**config.mk**
```make
export PLATFORM = sky130hd
export DESIGN_NAME = card_irq_ctrl
export DESIGN_NICKNAME = d
export VERILOG_FILES = /design/src/rtl/card_irq_ctrl.sv
export SDC_FILE = /design/constraint.sdc
export NUM_CORES = 1
export LEC_CHECK = 0
export BUFFER_PORTS_ARGS = -buffer_cell sky130_fd_sc_hd__buf_2
export CAP_MARGIN = 5
export CORE_MARGIN = 2
export CORE_UTILIZATION = 45
export DETAILED_ROUTE_END_ITERATION = 10
export MAX_ROUTING_LAYER = met4
export PLACE_DENSITY_LB_ADDON = 0.08
export SLEW_MARGIN = 20
export SYNTH_ARGS = -nofsm -noshare
export SYNTH_HDL_FRONTEND = slang
export SYNTH_SLANG_ARGS = --single-unit
```
**constraint.sdc**
```tcl
create_clock -name clk -period 1.3 [get_ports clk]
set_clock_uncertainty 0.05 [all_clocks]
set_input_delay 0.39 -clock clk [delete_from_list [all_inputs] [get_ports clk]]
set_output_delay 0.39 -clock clk [all_outputs]
set_load 0.1 [all_outputs]
```
**src/rtl/card_irq_ctrl.sv**
```systemverilog
module card_irq_ctrl #(
  parameter bit ACTIVE_LOW  = 1'b1,
  parameter int TIMER_TICKS = 16
) (
  input  logic       clk,
  input  logic       rst_n,
  input  logic       wr_en,
  input  logic       wr_sel,
  input  logic [7:0] wr_data,
  input  logic       line_req,
  input  logic       hdlc_req,
  output logic [7:0] status0_rd,
  output logic [7:0] status1_rd,
  output logic       host_irq,
  output logic       sub_rst,
  output logic       iom_en,
  output logic [3:0] irq_sel
);
  localparam int              CW   = $clog2(TIMER_TICKS + 1);
  localparam logic [CW-1:0]   LAST = CW'(TIMER_TICKS - 1);
  localparam logic [4:0]      CTRL_INIT = 5'b00011;

  logic [4:0]    ctrl;
  logic [7:0]    cfg1;
  logic [CW-1:0] cnt;
  logic          tpend;
  logic          wr0, wr1, clr_now, run;
  logic [2:0]    src;

  assign wr0     = wr_en & ~wr_sel;
  assign wr1     = wr_en & wr_sel;
  assign clr_now = ctrl[2] | (wr0 & wr_data[2]);
  assign run     = ~ctrl[0] & ~ctrl[1];

  always_ff @(posedge clk or negedge rst_n) begin
    if (!rst_n) begin
      ctrl <= CTRL_INIT;
      cfg1 <= 8'h00;
    end else begin
      if (wr0) ctrl <= wr_data[4:0];
      if (wr1) cfg1 <= wr_data;
    end
  end

  always_ff @(posedge clk or negedge rst_n) begin
    if (!rst_n) begin
      cnt   <= '0;
      tpend <= 1'b0;
    end else if (clr_now || ctrl[0]) begin
      cnt   <= '0;
      tpend <= 1'b0;
    end else if (!run) begin
      cnt   <= '0;
    end else if (cnt == LAST) begin
      cnt   <= '0;
      tpend <= 1'b1;
    end else begin
      cnt   <= cnt + 1'b1;
    end
  end

  assign src        = {tpend, hdlc_req, line_req};
  assign status0_rd = {3'b000, ctrl[4:3], (ACTIVE_LOW ? ~src : src)};
  assign status1_rd = cfg1;
  assign host_irq   = ctrl[3] & (|src);
  assign sub_rst    = ctrl[0];
  assign iom_en     = cfg1[7];
  assign irq_sel    = cfg1[3:0];
endmodule


```
==> flow_summary.json <==
{
  "status": "finished, violations left",
  "violations": "negative setup slack",
  "worst_path_max_delay_cell": "dfrtp_1",
  "ys_seq_area_share_pct": 55.2,
  "switching_share_pct": 45.2,
  "die_w_um": 47.9,
  "cts-root-buf": "clkbuf_4",
  "pwr-share-comb_pct": 53.2,
  "ys_seq_elements": 19,
  "p_int_mw": 1.24,
  "h-tree-depth": 1,
  "area_growth_pct": 70.2,
  "final-hold-violation-count": 0,
  "clk_path_buf_depth": 2,
  "synthTopCellsByArea": "dfrtp_1 (49%), mux2_1 (10%), buf_4 (8.7%)",
  "grt_first_pass_wirelength_um": 2790,
  "viasPerCell": 4.76,
  "ys_warn_count": 0,
  "antenna_found_initial": 0,
  "dr.first_iter.drc_count": 6,
  "post-dp-hpwl_um": 1390,
  "coreArea_um2": 1760,
  "start_util_pct": 49.1,
  "worst_slack_ns": -0.292,
  "p_clk_share_pct": 12.7,
  "nNetsFinal": 121,
  "cts_sinks": 19,
  "start_kind": "flop",
  "antenna_left": 0,
  "leakagePower_nw": 0.691,
  "synth_area_um2": 866,
  "io_buffers": 33,
  "critPathKind": "flop to primary output",
  "wl_um": 1750,
  "slew_viol_final": 0,
  "total_power_mw": 2.27,
  "first_pass_iters": 4,
  "wire_per_inst_um": 13.5,
  "grt_pass1_vias": 628,
  "path_cells": "o31a_4 -> buf_12",
  "netlist_instances": 68,
  "antenna_cells": 0,
  "seq_power_share_pct": 34.1,
  "insertion_delay_ns": 0.28,
  "row_count": 15,
  "postSynthAreaPerCell_um2": 12.7,
  "clk_pin_slew_worst_paths_ns": 0.10,
  "switching_power_mw": 1.03,
  "ioPinCount": 37,
  "vias": 619,
  "grt.total_usage_pct": 18.6,
  "drive_gt1_share_pct": 62.9,
  "clock.fmax_mhz": 628,
  "cp.required_ns": 0.86,
  "cpPeakStageDelay_ns": 0.41,
  "holdWs_ns": 0.257,
  "min_path_type": "primary input to flop",
  "rsz0062_at_grt": "yes",
  "fin_crit_ns": 1.59,
  "cts_tree": "built",
  "crit_fanout": 2,
  "grt_max_degree": 20,
  "final_area_um2": 1470,
  "drv_cap": 0,
  "vdd_drop_max_mv": 1.10,
  "ys_types": 21,
  "finalCritPeriodShare_pct": 122,
  "synth_top_area_share_pct": 49.1,
  "place_area_um2": 1370,
  "cts_buffers": 3,
  "power.density_nw_per_um2": 1540,
  "dieArea_um2": 2290,
  "die_h_um": 47.9,
  "grt_remaining_overflow": 0,
  "routabilityCongestion": 0.672,
  "drc": 0,
  "cp.arrival_ns": 1.15,
  "worstSetupEndpointType": "primary output",
  "setup_viol": 18,
  "yosysTopAreaCell": "dfrtp_1"
}
==> metrics by stage <==
step                      cells  util, %  setup TNS [ns]  setup slack, ns
after floorplan              70        -          -0.192           -0.184
after global placement      122     77.4          -0.254           -0.252
after detailed placement    122     77.4          -0.323           -0.259
after CTS                   129     82.5           -2.27           -0.298
after global routing        130     83.5           -2.59           -0.335
final                       130     83.5           -2.19           -0.292
==> cell families after synthesis <==
| group | after synthesis | share of synthesized area (%) |
|---|---|---|
| buffers and inverters | 14 | 10.4 |
| muxes | 12 | 17.3 |
| AOI/OAI and AO/OA | 3 | 2.17 |
| DFF | 19 | 55.2 |
| xor gates and xnor gates | 2 | 2.02 |
| and+or+nand+nor | 16 | 11.0 |
| other | 1 | 0.433 |
| adders and majority gates | 1 | 1.44 |
==> flip-flops by register name, indices dropped and copies added, names as in the netlist <==
| register | flops |
|---|---|
| ctrl | 5 |
| tpend | 1 |
| cnt | 5 |
| status1_rd | 8 |
==> worst max-delay path, delay by kind of cell (launching register included) <==
kind / cells / cell delay, ns
flip-flops: 1 / 0.41
buffers and inverters: 1 / 0.17
AO/OA/AOI/OAI: 1 / 0.29
==> per-layer routing <==
| layer | part of all wire (%) | GRT usage [%] | wire length, um |
|---|---|---|---|
| met1 | 38 | 22.0 | 667 |
| met2 | 57 | 32.3 | 991 |
| met3 | 4.8 | 2.26 | 84 |
| met4 | 0.57 | 6.49 | 10 |
| met5 | 0 | - | 0 |
==> worst paths after layout <==
check                                     from                        end  slack [ns]  cells past startpoint
min in group asynchronous                rst_n  status1_rd[0]$_DFFE_PN0P_        0.51                      2
max                          tpend$_DFFE_PN0P_                   host_irq       -0.29                      2
min                                 wr_data[5]  status1_rd[5]$_DFFE_PN0P_        0.26                      2
max reg2reg                ctrl[0]$_DFFE_PN1N_           cnt[1]$_DFF_PN0_        0.06                      4
max in group asynchronous                rst_n        ctrl[0]$_DFFE_PN1N_        0.36                      2
min reg2reg                   cnt[0]$_DFF_PN0_           cnt[0]$_DFF_PN0_        0.43                      1
==> layout by cell type (no fill, tap or decap), types with 2 or more instances in the layout <==
cell and n:
and3_1 3, clkbuf_4 3, nand3_1 3, nor2_1 3
o21ai_1 2, conb_1 3, buf_6 6, mux2_1 8
buf_2 11, xor2_1 2, dfrtp_4 4, buf_4 3
mux2_4 4, clkinvlp_4 3, dfrtp_2 4, buf_12 20
dfrtp_1 9
==> synth_stat cells <==
| library cell | n |
|---|---|
| nand2_2 | 1 |
| o21ai_1 | 1 |
| nor2_1 | 3 |
| nand3b_1 | 1 |
| o31a_1 | 1 |
| dfstp_2 | 2 |
| conb_1 | 1 |
| mux2_4 | 4 |
| o21ai_0 | 1 |
| nand4b_1 | 1 |
| nor3_1 | 1 |
| nand3_1 | 3 |
| dfrtp_1 | 17 |
| ha_1 | 1 |
| mux2_1 | 8 |
| and2b_4 | 1 |
| inv_1 | 4 |
| xor2_1 | 2 |
| and2_1 | 1 |
| and3_1 | 4 |
| buf_4 | 10 |
==> timing repair <==
item | CTS | global route
buffers inserted | 2 | 1
cloned | 0 | 0
hold endpoints to repair | 17 | 0
pin swaps | 0 | 1
hold buffers | 1 | 0
gates resized for setup | 9 | 4
setup endpoints to repair | 20 | 20
==> power groups by stage <==
stage	clock network, mW	registers, mW	logic, mW
floorplan	0	1.06	0.519
global placement	0	0.783	1.14
detailed placement	0	0.790	1.15
CTS	0.292	0.772	1.20
global route	0.315	0.780	1.25
finish	0.288	0.773	1.21
==> cell type report <==
type | instances | area [um^2]
multi-input cells | 37 | 333
repair buffers | 41 | 556
inverters | 4 | 26.3
well taps | 25 | 31.3
clock buffers | 4 | 26.3
fillers | 100 | 290
flip-flops and latches | 19 | 502
No activity file was read; power rests on OpenSTA's default activity.
